[src/rtl/ift_pkg.sv]
package ift_pkg;

  // Index of the lowest set bit, 0 when none is set.
  function automatic int unsigned lowest_set(input logic [63:0] v);
    int unsigned idx;
    idx = 0;
    for (int i = 63; i >= 0; i--) begin
      if (v[i]) idx = i;
    end
    return idx;
  endfunction

  // Next value of an up/down count.
  function automatic int unsigned step_count(input int unsigned cur,
                                             input logic up, input logic down);
    return cur + (up ? 1 : 0) - (down ? 1 : 0);
  endfunction

endpackage

[src/rtl/ift_tag_table.sv]
module ift_tag_table #(
  parameter int TAGS  = 4,
  parameter int REC_W = 8,
  localparam int TAG_W = (TAGS > 1) ? $clog2(TAGS) : 1
) (
  input  logic             clk,
  input  logic             rst_n,
  input  logic             alloc_en,
  input  logic [REC_W-1:0] alloc_rec,
  output logic             has_free,
  output logic [TAG_W-1:0] alloc_tag,
  input  logic             free_en,
  input  logic [TAG_W-1:0] free_tag,
  output logic [REC_W-1:0] free_rec,
  output logic [TAGS-1:0]  busy
);
  import ift_pkg::*;

  logic [REC_W-1:0] store [TAGS];
  logic [TAGS-1:0]  alloc_mask, free_mask;

  always_comb begin
    has_free  = ~&busy;
    alloc_tag = TAG_W'(lowest_set(64'(~busy)));
    free_rec  = store[free_tag];
  end

  generate
    for (genvar t = 0; t < TAGS; t++) begin : g_slot
      assign alloc_mask[t] = alloc_en && (alloc_tag == TAG_W'(t));
      assign free_mask[t]  = free_en && (free_tag == TAG_W'(t));

      always_ff @(posedge clk or negedge rst_n) begin
        if (!rst_n) begin
          busy[t]  <= 1'b0;
          store[t] <= '0;
        end else begin
          if (alloc_mask[t]) begin
            busy[t]  <= 1'b1;
            store[t] <= alloc_rec;
          end else if (free_mask[t]) begin
            busy[t] <= 1'b0;
          end
        end
      end
    end
  endgenerate

endmodule

[src/rtl/ift_warp_ibuf.sv]
module ift_warp_ibuf #(
  parameter int DEPTH = 2,
  parameter int PC_W  = 32,
  localparam int PTR_W = (DEPTH > 1) ? $clog2(DEPTH) : 1,
  localparam int CNT_W = $clog2(DEPTH + 1)
) (
  input  logic            clk,
  input  logic            rst_n,
  input  logic            push,
  input  logic [PC_W-1:0] push_pc,
  input  logic            pop,
  output logic            nonempty,
  output logic            full,
  output logic [PC_W-1:0] head_pc
);
  logic [PC_W-1:0]  mem [DEPTH];
  logic [PTR_W-1:0] rd_ptr, wr_ptr;
  logic [CNT_W-1:0] count;
  logic             do_push, do_pop;

  function automatic logic [PTR_W-1:0] bump(input logic [PTR_W-1:0] p);
    return (p == PTR_W'(DEPTH - 1)) ? '0 : p + 1'b1;
  endfunction

  assign nonempty = (count != '0);
  assign full     = (count == CNT_W'(DEPTH));
  assign head_pc  = mem[rd_ptr];
  assign do_push  = push && !full;
  assign do_pop   = pop && nonempty;

  always_ff @(posedge clk or negedge rst_n) begin
    if (!rst_n) begin
      rd_ptr <= '0;
      wr_ptr <= '0;
      count  <= '0;
      for (int i = 0; i < DEPTH; i++) mem[i] <= '0;
    end else begin
      if (do_push) begin
        mem[wr_ptr] <= push_pc;
        wr_ptr      <= bump(wr_ptr);
      end
      if (do_pop) rd_ptr <= bump(rd_ptr);
      count <= count + CNT_W'(do_push) - CNT_W'(do_pop);
    end
  end

endmodule

[src/rtl/ift_fetch_counters.sv]
module ift_fetch_counters #(
  parameter int CNT_W = 3,
  parameter int ACC_W = 32
) (
  input  logic             clk,
  input  logic             rst_n,
  input  logic             req_fire,
  input  logic             rsp_fire,
  input  logic             dec_stall,
  output logic [CNT_W-1:0] pending,
  output logic [ACC_W-1:0] latency_acc,
  output logic [ACC_W-1:0] stall_count
);
  import ift_pkg::*;

  always_ff @(posedge clk or negedge rst_n) begin
    if (!rst_n) begin
      pending     <= '0;
      latency_acc <= '0;
      stall_count <= '0;
    end else begin
      pending     <= CNT_W'(step_count(int'(pending), req_fire, rsp_fire));
      latency_acc <= latency_acc + ACC_W'(pending);
      if (dec_stall) stall_count <= stall_count + 1'b1;
    end
  end

endmodule

[src/rtl/ifetch_tag_tracker.sv]
module ifetch_tag_tracker #(
  parameter int NUM_WARPS  = 8,
  parameter int TAGS       = 4,
  parameter int IBUF_DEPTH = 2,
  parameter int PC_W       = 32,
  parameter int ACC_W      = 32,
  localparam int WID_W = (NUM_WARPS > 1) ? $clog2(NUM_WARPS) : 1,
  localparam int TAG_W = (TAGS > 1) ? $clog2(TAGS) : 1,
  localparam int CNT_W = $clog2(TAGS + 1),
  localparam int REC_W = WID_W + PC_W + 1
) (
  input  logic                      clk,
  input  logic                      rst_n,
  input  logic                      sched_valid,
  output logic                      sched_ready,
  input  logic [WID_W-1:0]          sched_wid,
  input  logic [PC_W-1:0]           sched_pc,
  input  logic                      sched_fetch_stall,
  output logic                      warp_suspend_valid,
  output logic [WID_W-1:0]          warp_suspend_wid,
  output logic                      icache_req_valid,
  input  logic                      icache_req_ready,
  output logic [PC_W-1:0]           icache_req_addr,
  output logic [TAG_W-1:0]          icache_req_tag,
  input  logic                      icache_rsp_valid,
  output logic                      icache_rsp_ready,
  input  logic [TAG_W-1:0]          icache_rsp_tag,
  output logic                      warp_resume_valid,
  output logic [WID_W-1:0]          warp_resume_wid,
  input  logic [NUM_WARPS-1:0]      ibuf_pop,
  output logic [NUM_WARPS-1:0]      ibuf_nonempty,
  output logic [NUM_WARPS*PC_W-1:0] ibuf_head_pc,
  output logic [CNT_W-1:0]          pending_fetches,
  output logic [ACC_W-1:0]          fetch_latency_acc,
  output logic [ACC_W-1:0]          decode_stall_count
);

  // Record layout: {fetch_stall, wid, pc}
  function automatic logic [REC_W-1:0] pack_rec(input logic fs,
      input logic [WID_W-1:0] w, input logic [PC_W-1:0] pc);
    return {fs, w, pc};
  endfunction

  logic [REC_W-1:0] fl_rec, dl_rec, tbl_rd_rec;
  logic             fl_v, dl_v;
  logic             sched_fire, req_fire, rsp_fire;
  logic             has_free;
  logic [TAG_W-1:0] alloc_tag;
  logic [TAGS-1:0]  tag_busy;
  logic [NUM_WARPS-1:0] ibuf_full, ibuf_push;
  logic [WID_W-1:0] dl_wid;
  logic [PC_W-1:0]  dl_pc;
  logic             dl_fs;
  logic             dec_accept, dec_stall;

  // Schedule / fetch latch
  assign sched_ready        = !fl_v || req_fire;
  assign sched_fire         = sched_valid && sched_ready;
  assign warp_suspend_valid = sched_fire;
  assign warp_suspend_wid   = sched_wid;

  assign icache_req_valid = fl_v && has_free;
  assign icache_req_addr  = fl_rec[PC_W-1:0];
  assign icache_req_tag   = alloc_tag;
  assign req_fire         = icache_req_valid && icache_req_ready;

  always_ff @(posedge clk or negedge rst_n) begin
    if (!rst_n) begin
      fl_v   <= 1'b0;
      fl_rec <= '0;
    end else if (sched_fire) begin
      fl_v   <= 1'b1;
      fl_rec <= pack_rec(sched_fetch_stall, sched_wid, sched_pc);
    end else if (req_fire) begin
      fl_v <= 1'b0;
    end
  end

  ift_tag_table #(.TAGS(TAGS), .REC_W(REC_W)) u_tags (
    .clk(clk), .rst_n(rst_n),
    .alloc_en(req_fire), .alloc_rec(fl_rec),
    .has_free(has_free), .alloc_tag(alloc_tag),
    .free_en(rsp_fire), .free_tag(icache_rsp_tag),
    .free_rec(tbl_rd_rec), .busy(tag_busy)
  );

  // Response / decode latch
  assign {dl_fs, dl_wid, dl_pc} = dl_rec;
  assign dec_accept       = dl_v && !ibuf_full[dl_wid];
  assign dec_stall        = dl_v && ibuf_full[dl_wid];
  assign icache_rsp_ready = !dl_v || dec_accept;
  assign rsp_fire         = icache_rsp_valid && icache_rsp_ready;

  assign warp_resume_valid = dec_accept && !dl_fs;
  assign warp_resume_wid   = dl_wid;

  always_ff @(posedge clk or negedge rst_n) begin
    if (!rst_n) begin
      dl_v   <= 1'b0;
      dl_rec <= '0;
    end else if (rsp_fire) begin
      dl_v   <= 1'b1;
      dl_rec <= tbl_rd_rec;
    end else if (dec_accept) begin
      dl_v <= 1'b0;
    end
  end

  // Per-warp instruction buffers
  generate
    for (genvar w = 0; w < NUM_WARPS; w++) begin : g_ibuf
      assign ibuf_push[w] = dec_accept && (dl_wid == WID_W'(w));
      ift_warp_ibuf #(.DEPTH(IBUF_DEPTH), .PC_W(PC_W)) u_buf (
        .clk(clk), .rst_n(rst_n),
        .push(ibuf_push[w]), .push_pc(dl_pc),
        .pop(ibuf_pop[w]),
        .nonempty(ibuf_nonempty[w]), .full(ibuf_full[w]),
        .head_pc(ibuf_head_pc[w*PC_W +: PC_W])
      );
    end
  endgenerate

  ift_fetch_counters #(.CNT_W(CNT_W), .ACC_W(ACC_W)) u_cnt (
    .clk(clk), .rst_n(rst_n),
    .req_fire(req_fire), .rsp_fire(rsp_fire), .dec_stall(dec_stall),
    .pending(pending_fetches), .latency_acc(fetch_latency_acc),
    .stall_count(decode_stall_count)
  );

endmodule

[config.mk]
export PLATFORM = sky130hd
export DESIGN_NAME = ifetch_tag_tracker
export DESIGN_NICKNAME = d
export VERILOG_FILES = /design/src/rtl/ift_pkg.sv /design/src/rtl/ift_tag_table.sv /design/src/rtl/ift_warp_ibuf.sv /design/src/rtl/ift_fetch_counters.sv /design/src/rtl/ifetch_tag_tracker.sv
export SDC_FILE = /design/constraint.sdc
export NUM_CORES = 1
export LEC_CHECK = 0
export BUFFER_PORTS_ARGS = -buffer_cell sky130_fd_sc_hd__buf_2
export CORE_MARGIN = 3
export CORE_UTILIZATION = 62
export CTS_BUF_LIST = sky130_fd_sc_hd__clkbuf_16
export CTS_CLUSTER_DIAMETER = 120
export DETAILED_ROUTE_END_ITERATION = 8
export PLACE_DENSITY = 0.86
export SLEW_MARGIN = 5
export SYNTH_ARGS = -nofsm -noshare
export SYNTH_HDL_FRONTEND = slang
export SYNTH_HIERARCHICAL = 1
export SYNTH_SLANG_ARGS = --single-unit
export TNS_END_PERCENT = 10
[constraint.sdc]
create_clock -name clk -period 5.5 [get_ports clk]
set_input_delay 0.275 -clock clk [delete_from_list [all_inputs] [get_ports clk]]
set_output_delay 0.275 -clock clk [all_outputs]
set_load 0.005 [all_outputs]
### Word-level counts from Yosys, hierarchy flattened

Cells that the tools add are included.
W data, S select, Z words.

| operators by class | value |
|---|---|
| add/sub/neg operators | 36 |
| $mul | 0 |
| div/mod/pow operators | 0 |
| magnitude comparators | 26 |
| equal/unequal tests | 21 |
| shift-type cells | 0 |
| mux-type cells | 147 |
| bitwise gates (word level) | 18 |
| reduce and logical (&&, ||, !) cells | 80 |

Operators by type and width:

| kind | number |
|---|---|
| $mux W32 | 32 |
| $bwmux W64 | 8 |
| $demux W32 S1 | 8 |
| $mux W2 | 64 |
| $bmux W36 S2 | 1 |
| $mux W36 | 2 |
| $not A4 Y64 | 1 |
| $logic_and A1 B1 Y1 | 47 |
| $add A32 B1 Y32 const B | 1 |
| $add A32 B3 Y32 | 1 |
| $ge A2 B2 Y1 const B | 16 |
| $not A1 Y2 | 16 |
| $mux W1 | 31 |
| $reduce_bool A2 Y1 | 14 |
| $eq A2 B2 Y1 const B | 12 |
| $add A1 B1 Y1 const B | 16 |
| $add A2 B1 Y2 | 8 |
| $lt A2 B1 Y1 const B | 8 |
| $sub A2 B1 Y2 | 8 |
| $logic_not A1 Y1 | 13 |
| $eq A3 B3 Y1 const B | 4 |
| $eq A3 B2 Y1 const B | 2 |
| $eq A2 B1 Y1 const B | 2 |
| $logic_not A2 Y1 | 2 |
| other kinds (10) | 11 |

| storage, ports and cells | value |
|---|---|
| flip-flop bits (word level) | 833 |
| bits in latches | 0 |
| RAM bits | 0 |
| bits in read-only memories | 0 |
| bits of input ports | 51 |
| output and inout bits | 376 |
| logic and storage cells | 383 |
| memories | 0 |

### Depth between registers and ports, before layout

| depth | value |
|---|---|
| depth after elaboration | 68 |
| depth in mapped cells | 12 |
| gate-level depth less buffers | 11 |

### By module

Netlist, hierarchy kept.

Modules (own cells, without submodules):

| module | instances | cells each | area each (sq um) | sequential area each (sq um) |
|---|---|---|---|---|
| ift_warp_ibuf | 8 | 189 | 3136.8 | 1701.6 |
| ift_tag_table | 1 | 372 | 6548.8 | 3703.6 |
| ifetch_tag_tracker | 1 | 226 | 3223.1 | 1851.8 |
| ift_fetch_counters | 1 | 271 | 3141.8 | 1676.6 |

### Least setup slack after synthesis

No wires, ideal clock.

| timing | value |
|---|---|
| path kind | reg2reg |
| start point | register g_ibuf[2].u_buf.count[0] |
| end point | register u_cnt.pending[2] |
| setup time | 0.123 ns |
| arrival time | 2.491 ns |
| data required time | 5.377 ns |
| setup slack | 2.886 ns |
| stages on the path, launching flop included | 13 |
| path buffers | 1 |
| clock period less this slack | 2.614 ns |
| cell sequence | dfrtp_1 nand2b_2 inv_2 mux2i_1 a22oi_2 a41oi_4 buf_6 ha_1 inv_1 ha_1 fa_1 xnor2_1 xnor2_1 |

| on the way | value |
|---|---|
| longest elaborated chain between the ends | 9 |

RTL lines:

| what | line | RTL |
|---|---|---|
| start, declared | ift_warp_ibuf.sv:18 | `logic [CNT_W-1:0] count;` |
| start signal, assigned | ift_warp_ibuf.sv:43 | `count <= count + CNT_W'(do_push) - CNT_W'(do_pop);` |
| $eq A2 B2 Y1 | ift_warp_ibuf.sv:26 | `assign full = (count == CNT_W'(DEPTH));` |
| via ibuf_full[2] | ifetch_tag_tracker.sv:50 | `logic [NUM_WARPS-1:0] ibuf_full, ibuf_push;` |
| $bmux W1 S3 | ifetch_tag_tracker.sv:89 | `assign dec_accept = dl_v && !ibuf_full[dl_wid];` |
| $mux W1 (implied by the code) | ifetch_tag_tracker.sv:89 |  |
| $logic_not A1 Y1 | ifetch_tag_tracker.sv:89 |  |
| $logic_and A1 B1 Y1 | ifetch_tag_tracker.sv:89 |  |
| $logic_or A1 B1 Y1 | ifetch_tag_tracker.sv:91 | `assign icache_rsp_ready = !dl_v \|\| dec_accept;` |
| $logic_and A1 B1 Y1 | ifetch_tag_tracker.sv:92 | `assign rsp_fire = icache_rsp_valid && icache_rsp_ready;` |
| via rsp_fire | ifetch_tag_tracker.sv:46 | `logic sched_fire, req_fire, rsp_fire;` |
| $mux W1 | ift_pkg.sv:16 | `return cur + (up ? 1 : 0) - (down ? 1 : 0);` |
| $sub A3 B3 Y3 | ift_pkg.sv:16 |  |
| end signal, assigned | ift_fetch_counters.sv:22 | `pending <= CNT_W'(step_count(int'(pending), req_fire, rsp_fire));` |
| end, declared | ift_fetch_counters.sv:10 | `output logic [CNT_W-1:0] pending,` |

The timed path passes the listed nets, and every way through them passes these cells. The select of a mux whose other input is x is not followed.
A chain may end at the register's enable or synchronous reset.

### Worst setup path after layout

| timing | value |
|---|---|
| start point | register g_ibuf[0].u_buf.count[0] |
| end point | register u_cnt.stall_count[20] |

| on the way | value |
|---|---|
| longest elaborated chain between the ends | 4 |

RTL lines:

| what | line | RTL |
|---|---|---|
| start, declared | ift_warp_ibuf.sv:18 |  |
| start signal, assigned | ift_warp_ibuf.sv:43 |  |
| $eq A2 B2 Y1 | ift_warp_ibuf.sv:26 |  |
| via ibuf_full[0] | ifetch_tag_tracker.sv:50 |  |
| $bmux W1 S3 | ifetch_tag_tracker.sv:90 | `assign dec_stall = dl_v && ibuf_full[dl_wid];` |
| $mux W1 (implied by the code) | ifetch_tag_tracker.sv:90 |  |
| $logic_and A1 B1 Y1 | ifetch_tag_tracker.sv:90 |  |
| via dec_stall | ifetch_tag_tracker.sv:54 | `logic dec_accept, dec_stall;` |
| end signal, assigned | ift_fetch_counters.sv:24 | `if (dec_stall) stall_count <= stall_count + 1'b1;` |
| end, declared | ift_fetch_counters.sv:12 | `output logic [ACC_W-1:0] stall_count` |

The timed path passes the listed nets, and every way through them passes these cells. The select of a mux whose other input is x is not followed.

==> results.yml <==
clocking:
  clkSinkCount: 833
  cts_root_buf: "sky130_fd_sc_hd__clkbuf_16"
  ctsHtreeMaxLevel: 3
  clkTransAtPathRegs_ns: 0.06
  clk-insertion-delay-late_ns: 0.62
  max-clock-path-buffers: 3
  cts_made_buffers: 85
  tritoncts_clock_tree: "done"
  cts_resized: 0
finish:
  final_core_utilization: 0.710
  fin_cells: 3660
  layout-drive-gt1-share: 0.515
  area_delta_synth_final_pct: 13.0
  finalNetCount: 2884
  layout_common_cells: "sky130_fd_sc_hd__dfrtp_1 (830), sky130_fd_sc_hd__mux2_2 (554), sky130_fd_sc_hd__buf_2 (425)"
  multiInputGateArea_um2: 15600
  ff_latch_area_um2: 20800
  nFillCells: 3886
  final_common_cell: "sky130_fd_sc_hd__dfrtp_1"
placement:
  placedCellCount: 3462
  place.detailed.hpwl_mm: 58.1
  place_ws_ns: 2.28
  placement.io_buffers: 426
  gp_routability_congestion: 0.826
floorplan:
  rows: 90
  die_area_um2: 64300
  floorplan.die.height_um: 254
  placeableCoreArea_um2: 60500
  boundaryPins: 427
  floorplan.initialDensity: 0.629
  die_w_um: 254
synthesis:
  yosys_register_bits: 833
  synth-main-ff-cell: "sky130_fd_sc_hd__dfrtp_1"
  postSynthAreaPerCell_um2: 16.0
  synth-edff-count: 0
  async_flop_share: 1.00
  synthesis.instances: 2381
  mappedNetlistArea_um2: 38000
  synth_fp_nets: 2456
  ys_warn_count: 6
  synth-seq-area-share: 0.548
  synth_cell_types: 52
job:
  cap_violations: 0
route:
  drtIter0Drc: 1296
  routed_wl_mm: 90.2
  vias: 21600
  drt_drc_violations_left: 0
  drt_pre_antenna_iters: 4
  ant_nets: 0
  wire_per_inst_um: 24.7
  routed_via_density: 5.90
timing:
  finalSetupViolCount: 0
  rsz_0062_raised_after_global_routing: "false"
  timing.fmax_ghz: 0.305
  slew_viol_final: 0
  clock-skew-final_ns: 0.0248
  slew_headroom: 0.187
  final_period_minus_worst_setup_slack_ns: 3.28
  hold_viol: 0
  setup-tns-final_ns: 0
  tightest_slew_ns: 1.22
  worst_case_setup_margin_in_the_final_layout_ns: 2.22
  final.period_utilization: 0.595
global_routing:
  number_of_global_route_vias_before_repair: 23400
  grt_remaining_overflow: 0
  antenna_found_initial: 2
  first_pass_grt_wire_length_mm: 139
  grtUsageTotal: 0.281
  pin_count_of_the_biggest_net_entering_global_routing: 170
hold_path:
  worst_min_delay_path_class: "input pin to register"
setup_path:
  start_kind: "register"
  cp_max_fo: 9
  regToRegSetupSlack_ns: 2.22
  timing.critical_path.required_ns: 5.99
  cp_data_arrival_time_ns: 3.77
  timing.setup.critical_path_class: "register to register"
  cp-end-kind: "register"
run_status:
  outcome: "finished, final reports clean"
pwr:
  power_per_cell_area_nw_per_um2: 581
  static-leakage-power_uw: 0.0210
  total_power_uw: 24900
  vdd_ir_drop_max_mv: 0.396
## worst max-delay path, cell delays in order, from the launching register on
cell and delay (ns):
sky130_fd_sc_hd__dfrtp_1 0.39, sky130_fd_sc_hd__nand2b_2 0.20, sky130_fd_sc_hd__inv_2 0.09, sky130_fd_sc_hd__mux2i_1 0.10, sky130_fd_sc_hd__a22oi_2 0.28, sky130_fd_sc_hd__and3_1 0.38
sky130_fd_sc_hd__and2_1 0.35, sky130_fd_sc_hd__nand4_1 0.33, sky130_fd_sc_hd__nor4_4 0.66, sky130_fd_sc_hd__nand4_1 0.19, sky130_fd_sc_hd__xnor2_1 0.17
## cell families after synthesis
kind of cell | count (synthesis) | synth area share
adder cells (fa/ha/maj) | 24 | 0.00830
XOR/XNOR | 94 | 0.0217
buffers and inverters | 185 | 0.0424
multiplexers | 1025 | 0.341
flip-flops | 833 | 0.548
AO/OA/AOI/OAI | 14 | 0.00326
AND/OR/NAND/NOR | 206 | 0.0351
## report_power, final
group,total (uW),internal [uW],leakage (uW),switching (uW)
Clock,5390,3050,0.00137,2340
Combinational,8510,5050,0.00903,3450
Sequential,11100,8540,0.0106,2510
Total,24900,16600,0.0210,8310
## registers in the layout, summed over array words and instances (netlist names), 16 cells and up
signal / flops
g_ibuf.u_buf/mem: 512
u_tags/store: 144
dl_rec: 36
fl_rec: 36
u_cnt/latency_acc: 32
u_cnt/stall_count: 32
g_ibuf.u_buf/count: 16
## routing by layer
metal	track usage	up-vias	share of wire
met5	0	-	0
met4	0.0761	0	0.025
met3	0.0435	134	0.050
met2	0.462	611	0.49
met1	0.396	11500	0.44
li1	-	9322	-
## worst paths after layout
path	cells past startpoint	start	to
min in group asynchronous	2	rst_n	g_ibuf[1].u_buf/mem[58]$_DFFE_PN0P_
max in group asynchronous	3	rst_n	u_cnt/stall_count[10]$_DFFE_PN0P_
min	3	ibuf_pop[5]	g_ibuf[5].u_buf/rd_ptr$_DFFE_PN0P_
max reg2reg	10	g_ibuf[0].u_buf/count[0]$_DFF_PN0_	u_cnt/stall_count[20]$_DFFE_PN0P_
max	10	g_ibuf[0].u_buf/count[0]$_DFF_PN0_	u_cnt/stall_count[20]$_DFFE_PN0P_
min reg2reg	1	u_cnt/latency_acc[31]$_DFF_PN0_	u_cnt/latency_acc[31]$_DFF_PN0_
## timing repair
action | CTS | global route
endpoints found under the hold margin | 142 | 0
hold buffers | 42 | 0
setup buffers | 0 | 0
## cell usage after synthesis, types with 6 or more instances
library cell,count,area [um^2]
sky130_fd_sc_hd__ha_1,22,275
sky130_fd_sc_hd__mux2_4,269,4040
sky130_fd_sc_hd__xnor2_1,67,587
sky130_fd_sc_hd__and2_1,17,106
sky130_fd_sc_hd__and3_1,20,125
sky130_fd_sc_hd__dfrtp_1,833,20800
sky130_fd_sc_hd__nor3_1,6,30.0
sky130_fd_sc_hd__nand3_1,20,100
sky130_fd_sc_hd__and4_1,8,70.1
sky130_fd_sc_hd__nor4_1,6,37.5
sky130_fd_sc_hd__or2_2,8,50.1
sky130_fd_sc_hd__mux4_2,36,811
sky130_fd_sc_hd__buf_4,41,308
sky130_fd_sc_hd__inv_2,8,30.0
sky130_fd_sc_hd__nand2b_2,8,70.1
sky130_fd_sc_hd__inv_1,16,60.1
sky130_fd_sc_hd__mux2_1,162,1820
sky130_fd_sc_hd__buf_6,37,417
sky130_fd_sc_hd__mux2_2,554,6240
sky130_fd_sc_hd__clkbuf_1,17,63.8
sky130_fd_sc_hd__nor3b_4,8,150
sky130_fd_sc_hd__nor2_1,16,60.1
sky130_fd_sc_hd__buf_12,27,541
sky130_fd_sc_hd__xor2_1,27,236
sky130_fd_sc_hd__nand2_1,42,158
sky130_fd_sc_hd__buf_2,38,190
sky130_fd_sc_hd__nand4_1,25,156
## stage by stage
| step | instance area (um^2) | hold slack [ns] |
|---|---|---|
| 5_1_grt | 42900 | 0.0320 |
| 3_5_place_dp | 39900 | 0.417 |
| 2_1_floorplan | 38000 | -0.0206 |
| 4_1_cts | 42900 | 0.00906 |
| 6_report | 42900 | 0.0455 |
| 3_3_place_gp | 39900 | 0.402 |
## final cells by class
class	count	share of cell area
Inverter	24	0.00210
Antenna cell	2	0.000117
Clock inverter	65	0.00859
Sequential cell	833	0.485
Tap cell	782	0.0228
Multi-Input combinational cell	1363	0.363
Timing Repair Buffer	502	0.0665
Clock buffer	89	0.0519
Note: power is estimated with default switching activity, not from simulation.
